[config.mk]
export PLATFORM = sky130hd
export DESIGN_NAME = msub_wordser
export DESIGN_NICKNAME = d
export VERILOG_FILES = /design/src/rtl/msub_pkg.sv /design/src/rtl/msub_word.sv /design/src/rtl/msub_chain.sv /design/src/rtl/msub_seq.sv /design/src/rtl/msub_wordser.sv
export SDC_FILE = /design/constraint.sdc
export NUM_CORES = 1
export LEC_CHECK = 0
export BUFFER_PORTS_ARGS = -buffer_cell sky130_fd_sc_hd__clkbuf_2
export CORE_MARGIN = 1
export CORE_UTILIZATION = 30
export DETAILED_ROUTE_END_ITERATION = 6
export GPL_ROUTABILITY_DRIVEN = 0
export HOLD_SLACK_MARGIN = 0.08
export PLACE_DENSITY = 0.59
export REMOVE_ABC_BUFFERS = 1
export SLEW_MARGIN = 20
export SYNTH_ARGS = -nofsm -noshare
export SYNTH_HDL_FRONTEND = slang
export SYNTH_SLANG_ARGS = --single-unit
export TNS_END_PERCENT = 1
[constraint.sdc]
create_clock -name clk -period 6 [get_ports clk]
set_clock_uncertainty 0.2 [all_clocks]
set_input_delay 0 -clock clk [delete_from_list [all_inputs] [get_ports clk]]
set_output_delay 0 -clock clk [all_outputs]
set_load 0.05 [all_outputs]
[src/rtl/msub_pkg.sv]
package msub_pkg;

    typedef enum logic [1:0] {
        ST_IDLE,
        ST_SCAN,
        ST_APPLY,
        ST_FLUSH
    } msub_state_e;

endpackage

[src/rtl/msub_word.sv]
// One word of the subtract chain followed by an optional add of the modulus.
module msub_word #(
    parameter int WORD_W = 32
) (
    input  logic [WORD_W-1:0] x_in,
    input  logic [WORD_W-1:0] y_in,
    input  logic [WORD_W-1:0] m_in,
    input  logic              brw_in,
    input  logic              cry_in,
    input  logic              add_en,
    output logic [WORD_W-1:0] sum_out,
    output logic              brw_out,
    output logic              cry_out
);
    logic [WORD_W:0] diff_ext;
    logic [WORD_W:0] sum_ext;
    logic [WORD_W:0] addend;

    always_comb begin
        diff_ext = {1'b0, x_in} - {1'b0, y_in} - {{WORD_W{1'b0}}, brw_in};
        addend   = add_en ? {1'b0, m_in} : '0;
        sum_ext  = {1'b0, diff_ext[WORD_W-1:0]} + addend + {{WORD_W{1'b0}}, cry_in};
        brw_out  = diff_ext[WORD_W];
        cry_out  = sum_ext[WORD_W];
        sum_out  = sum_ext[WORD_W-1:0];
    end
endmodule

[src/rtl/msub_chain.sv]
// Holds the borrow/carry between words and the X<Y flag between the sweeps.
module msub_chain #(
    parameter int WORD_W = 32
) (
    input  logic              clk,
    input  logic              rst_n,
    input  logic              cons_vld,
    input  logic              cons_pass,
    input  logic              cons_first,
    input  logic              cons_last,
    input  logic [WORD_W-1:0] x_in,
    input  logic [WORD_W-1:0] y_in,
    input  logic [WORD_W-1:0] m_in,
    output logic [WORD_W-1:0] word_out
);
    logic brw_q, cry_q, lt_q;
    logic brw_in, cry_in, brw_out, cry_out, add_en;

    always_comb begin
        brw_in = cons_first ? 1'b0 : brw_q;
        cry_in = cons_first ? 1'b0 : cry_q;
        add_en = cons_pass & lt_q;
    end

    msub_word #(.WORD_W(WORD_W)) u_word (
        .x_in    (x_in),
        .y_in    (y_in),
        .m_in    (m_in),
        .brw_in  (brw_in),
        .cry_in  (cry_in),
        .add_en  (add_en),
        .sum_out (word_out),
        .brw_out (brw_out),
        .cry_out (cry_out)
    );

    always_ff @(posedge clk or negedge rst_n) begin
        if (!rst_n) begin
            brw_q <= 1'b0;
            cry_q <= 1'b0;
            lt_q  <= 1'b0;
        end else if (cons_vld) begin
            brw_q <= brw_out;
            cry_q <= cry_out;
            if (!cons_pass && cons_last)
                lt_q <= brw_out;
        end
    end

    // the second sweep recomputes X-Y, so its final borrow must agree
    // with the flag recorded at the end of the first sweep.
    a_r4_borrow_repeat: assert property (@(posedge clk) disable iff (!rst_n)
        (cons_vld && cons_pass && cons_last) |-> (brw_out == lt_q))
        else $error("second-sweep borrow disagrees with recorded flag");
endmodule

[src/rtl/msub_seq.sv]
// Word sequencer: issues addresses one stage ahead of the arithmetic.
module msub_seq
    import msub_pkg::*;
#(
    parameter int NUM_WORDS = 8,
    parameter int ADDR_W    = 3
) (
    input  logic              clk,
    input  logic              rst_n,
    input  logic              start,
    output logic              ready,
    output logic [ADDR_W-1:0] rd_addr,
    output logic              cons_vld,
    output logic              cons_pass,
    output logic [ADDR_W-1:0] cons_idx
);
    localparam logic [ADDR_W-1:0] LAST = ADDR_W'(NUM_WORDS - 1);

    msub_state_e       state_q, state_d;
    logic [ADDR_W-1:0] addr_q;
    logic              issuing;

    always_comb begin
        state_d = state_q;
        unique case (state_q)
            ST_IDLE:  if (start)          state_d = ST_SCAN;
            ST_SCAN:  if (addr_q == LAST) state_d = ST_APPLY;
            ST_APPLY: if (addr_q == LAST) state_d = ST_FLUSH;
            ST_FLUSH:                     state_d = ST_IDLE;
            default:                      state_d = ST_IDLE;
        endcase
    end

    always_ff @(posedge clk or negedge rst_n) begin
        if (!rst_n) state_q <= ST_IDLE;
        else        state_q <= state_d;
    end

    always_comb begin
        issuing = (state_q == ST_SCAN) || (state_q == ST_APPLY);
        ready   = (state_q == ST_IDLE);
        rd_addr = addr_q;
    end

    always_ff @(posedge clk or negedge rst_n) begin
        if (!rst_n) begin
            addr_q    <= '0;
            cons_vld  <= 1'b0;
            cons_pass <= 1'b0;
            cons_idx  <= '0;
        end else begin
            if (issuing) addr_q <= (addr_q == LAST) ? '0 : addr_q + 1'b1;
            else         addr_q <= '0;
            cons_vld  <= issuing;
            cons_pass <= (state_q == ST_APPLY);
            cons_idx  <= addr_q;
        end
    end

    // the word consumed now was addressed on the previous cycle.
    a_r5_read_latency: assert property (@(posedge clk) disable iff (!rst_n)
        cons_vld |-> (cons_idx == $past(rd_addr)))
        else $error("consumed index does not match last issued address");

    // ready falls right after an accepted start.
    a_r6_ready_drop: assert property (@(posedge clk) disable iff (!rst_n)
        (ready && start) |=> !ready)
        else $error("ready did not fall after start");

    // ready returns on the edge after the last write.
    a_r6_ready_after_last: assert property (@(posedge clk) disable iff (!rst_n)
        (cons_vld && cons_pass && cons_idx == LAST) |=> ready)
        else $error("ready not raised after final write");

    // idle persists without start.
    a_r1_idle_hold: assert property (@(posedge clk) disable iff (!rst_n)
        (ready && !start) |=> (ready && !cons_vld))
        else $error("left idle without start");

    // start during the first sweep does not end the operation.
    a_r7_busy_start: assert property (@(posedge clk) disable iff (!rst_n)
        (state_q == ST_SCAN && start) |=> !ready)
        else $error("start while busy disturbed the sequence");

    // writes walk the addresses upward on consecutive cycles.
    a_r8_write_order: assert property (@(posedge clk) disable iff (!rst_n)
        (cons_vld && cons_pass && cons_idx != LAST) |=>
        (cons_vld && cons_pass && cons_idx == ADDR_W'($past(cons_idx) + 1'b1)))
        else $error("write addresses not consecutive");
endmodule

[src/rtl/msub_wordser.sv]
module msub_wordser #(
    parameter int WORD_W    = 32,
    parameter int NUM_WORDS = 8,
    parameter int ADDR_W    = $clog2(NUM_WORDS)
) (
    input  logic              clk,
    input  logic              rst_n,
    input  logic              start,
    output logic              ready,
    output logic [ADDR_W-1:0] opnd_addr,
    output logic [ADDR_W-1:0] mod_addr,
    input  logic [WORD_W-1:0] x_word,
    input  logic [WORD_W-1:0] y_word,
    input  logic [WORD_W-1:0] m_word,
    output logic [ADDR_W-1:0] res_addr,
    output logic              res_we,
    output logic [WORD_W-1:0] res_data
);
    localparam logic [ADDR_W-1:0] LAST = ADDR_W'(NUM_WORDS - 1);

    logic [ADDR_W-1:0] rd_addr, cons_idx;
    logic              cons_vld, cons_pass;
    logic              cons_first, cons_last;

    msub_seq #(.NUM_WORDS(NUM_WORDS), .ADDR_W(ADDR_W)) u_seq (
        .clk       (clk),
        .rst_n     (rst_n),
        .start     (start),
        .ready     (ready),
        .rd_addr   (rd_addr),
        .cons_vld  (cons_vld),
        .cons_pass (cons_pass),
        .cons_idx  (cons_idx)
    );

    always_comb begin
        cons_first = (cons_idx == '0);
        cons_last  = (cons_idx == LAST);
        opnd_addr  = rd_addr;
        mod_addr   = rd_addr;
        res_addr   = cons_idx;
        res_we     = cons_vld & cons_pass;
    end

    msub_chain #(.WORD_W(WORD_W)) u_chain (
        .clk        (clk),
        .rst_n      (rst_n),
        .cons_vld   (cons_vld),
        .cons_pass  (cons_pass),
        .cons_first (cons_first),
        .cons_last  (cons_last),
        .x_in       (x_word),
        .y_in       (y_word),
        .m_in       (m_word),
        .word_out   (res_data)
    );

    // nothing is written while idle.
    a_r8_no_idle_write: assert property (@(posedge clk) disable iff (!rst_n)
        res_we |-> !ready)
        else $error("write while idle");
endmodule

==> out/qor.yml <==
timing:
  period_share: 0.9498
  max_freq_mhz: 175.5
  worst_slew_pin_slew_ps: 576.6
  rsz0062_at_grt: "yes"
  setup_viol: 0
  min_period_ps: 5699
  drv_slew: 0
  slew_headroom: 0.6143
  hold_violations: 0
cts:
  clock_latency_ps: 240
  clock-root-buffer: "clkbuf_16"
  numCtsBuffers: 3
  htreeDepth: 1
  path_clk_slew_ps: 40
  cts_sinks: 13
  cts.path.max_buffers: 2
  cts_tree: "built"
synthesis:
  seq_area_frac_synth: 0.06205
  yosys_most_used_dff: "dfrtp_1"
  syn-cell-area_mm2: 0.005243
  ys_async_sr_fraction: 1.000
  avgSynthCellArea_um2: 7.312
  synth-seq-cells: 13
  yosys_warnings: 0
  synth-edff-count: 0
  yosys.area.top_type: "ha_1"
  synth_top_area_frac: 0.2339
  synth_cells: 717
  synth_cell_types: 78
  synth.area.top_cells: "ha_1 (23%), inv_1 (8.9%), dfrtp_1 (6.2%)"
worst_setup_path:
  crit_chain: "o31ai_2, fa_1, inv_1, ha_1, nor2_1, fa_1, nand2_1, a31oi_2, o211ai_2, nand2_1, o211ai_1, a21boi_0, xnor2_1, ha_1, inv_1, a21oi_1, a211oi_1, a21oi_2, or3_1, a21oi_1, xnor2_1, clkbuf_2"
  cp-end-kind: "primary output"
  critPathRequiredTime_ps: 5800
  crit_type: "flop to primary output"
  critPathLaunchType: "flop"
  crit_family: "compound AO/OA/AOI/OAI gates"
  cp.buffers_inverters: 3
  worst_ep_arrival_time_ps: 5500
  cp-startpoint: "u_seq.cons_idx[2]"
  cpMaxStageDelayCell: "fa_1"
  r2r_start: "u_seq.cons_idx[2]"
  max_stage_delay_ps: 490
  crit_fanout: 5
drt:
  vias_per_cell: 5.170
  drt_pass1_iterations: 5
  ant_nets: 0
  route.detailed.drc: 0
  via_count: 5516
  drt_iter0_drc: 215
  wl_per_cell_um: 14.37
  wl_um: 15340
grt:
  grt_pass1_wl_um: 25200
  overflow: 0
  grtUsageTotal: 0.1696
  antenna_found_initial: 0
  grt_max_degree: 35
  first_global_vias: 5179
power:
  vdd_drop_max_v: 0.0003405
  swShare: 0.6435
  clkPwrFrac: 0.048
  p_switching_mw: 1.657
  p_leak_nw: 3.419
  p_int_uw: 918.2
  power_frac_seq: 0.066
  combPwrFrac: 0.886
  totalPowerFinal_mw: 2.576
  power.density_mw_per_mm2: 409.2
cells_and_area:
  antenna_cells: 0
  layout_commonest_cell: "clkbuf_2"
  fillers: 1881
  final_util: 0.3743
  layout-drive-gt1-share: 0.2125
  multi_input_area_mm2: 0.004364
  mostFrequentLayoutCells: "clkbuf_2 (135), inv_1 (124), ha_1 (98)"
  layout.nets: 1049
  area_growth_pct: 20.07
  regArea_um2: 325.3
floorplanning:
  die_y_um: 134.2
  coreArea_mm2: 0.01682
  die_w_um: 134.2
  start_util: 0.3117
  ios: 142
  fp-row-count: 47
  die-area_mm2: 0.01801
run:
  cap_violations: 0
placement:
  io_buffers: 141
  dp_hpwl_um: 13030
outcome:
  outcome: "complete, no violations"
worst_hold_path:
  hold_class: "primary input to flop"
  hold_start: "y_word[31]"
-- path summary, 6_finish.rpt --
check	cells past startpoint	end	slack, ps
max	22	res_data[28]	300
min	4	u_chain.brw_q	140
min in group asynchronous	3	u_seq.state_q[0]	630
max reg2reg	21	u_chain.cry_q	770
min reg2reg	0	u_seq.cons_idx[2]	240
max in group asynchronous	3	u_seq.cons_idx[1]	4590
-- power groups by stage --
stage	registers (mW)	logic [mW]	clock network (mW)
floorplan	0.266	1.63	0
global placement	0.167	2.26	0
detailed placement	0.169	2.27	0
CTS	0.167	2.28	0.126
global route	0.175	2.48	0.131
finish	0.169	2.28	0.125
-- flip-flops by register name, summed over array words and instances, names as in the netlist --
signal and flops:
u_chain.brw_q 1, u_chain.cry_q 1, u_seq.cons_idx 3, u_chain.lt_q 1
u_seq.cons_vld 1, u_seq.rd_addr 3, u_seq.cons_pass 1, u_seq.state_q 2
-- through the flow --
stage / hold slack (ps) / area, µm² / setup WS, ps / cells / setup TNS [ps]
floorplan: -495.6 / 5132 / -226.7 / 693 / -226.7
global placement: -293.3 / 6143 / 517.7 / 1058 / 0
detailed placement: -288.6 / 6143 / 418.0 / 1058 / 0
CTS: 153.2 / 6252 / 158.8 / 1065 / 0
global route: 201.1 / 6295 / -13.68 / 1067 / -13.68
finish: 140.9 / 6295 / 301.0 / 1067 / 0
-- layer usage --
layer  routed length [µm]  global-route usage  vias up
met4                  393             0.04744        0
met3                  594            0.005669       20
li1                     -                   -     2821
met2                 6995              0.2904      155
met5                    0                   0        -
met1                 7352              0.2318     2520
-- synth_stat cells (3+ instances only) --
| cell type | count |
|---|---|
| dfrtp_1 | 13 |
| o31a_1 | 4 |
| nor2_1 | 34 |
| inv_1 | 124 |
| o2111ai_1 | 3 |
| or3_1 | 4 |
| xor2_1 | 18 |
| a211oi_1 | 12 |
| nand4_1 | 15 |
| o21ai_1 | 7 |
| o21bai_1 | 12 |
| nor3b_1 | 6 |
| a21boi_0 | 6 |
| xnor2_1 | 30 |
| fa_1 | 4 |
| nand2_1 | 28 |
| o21ai_0 | 26 |
| a31oi_1 | 4 |
| and3_1 | 34 |
| buf_2 | 4 |
| and2_1 | 8 |
| nor2b_1 | 6 |
| and4_1 | 3 |
| nand3_1 | 21 |
| nor3_1 | 8 |
| ha_1 | 98 |
| a21o_1 | 29 |
| o211ai_1 | 10 |
| o21a_1 | 7 |
| clkbuf_1 | 16 |
| buf_4 | 4 |
| a21oi_1 | 58 |
-- tightest hold or removal path, cell delays in order --
cell and delay [ps]:
clkbuf_2 90, ha_1 240, nand2_1 100, o221ai_1 100
-- kinds of logic (layout without fill, tap and decap cells) --
kind of cell,count (synthesis),after routing,synth area share
flops,13,13,0.06205
compound gates,214,214,0.2907
xor+xnor,48,48,0.08019
fa+ha+maj,102,102,0.2492
buf+inv,148,278,0.1098
simple gates,188,188,0.2000
mux,4,4,0.008114
-- area by class of cell --
class	count	share of cell area
clock buffers	4	0.01252
inverters	124	0.07394
well taps	220	0.04373
flip-flops and latches	13	0.05168
multi-input cells	556	0.6933
repair buffers	150	0.1248
-- repair_timing --
item,in CTS,in global routing
setup buffers,0,2
endpoints found under the hold margin,15,0
hold buffers,3,0
gates resized for setup,0,15
setup endpoints to repair,0,11
No activity file was read; power rests on OpenSTA's default activity.
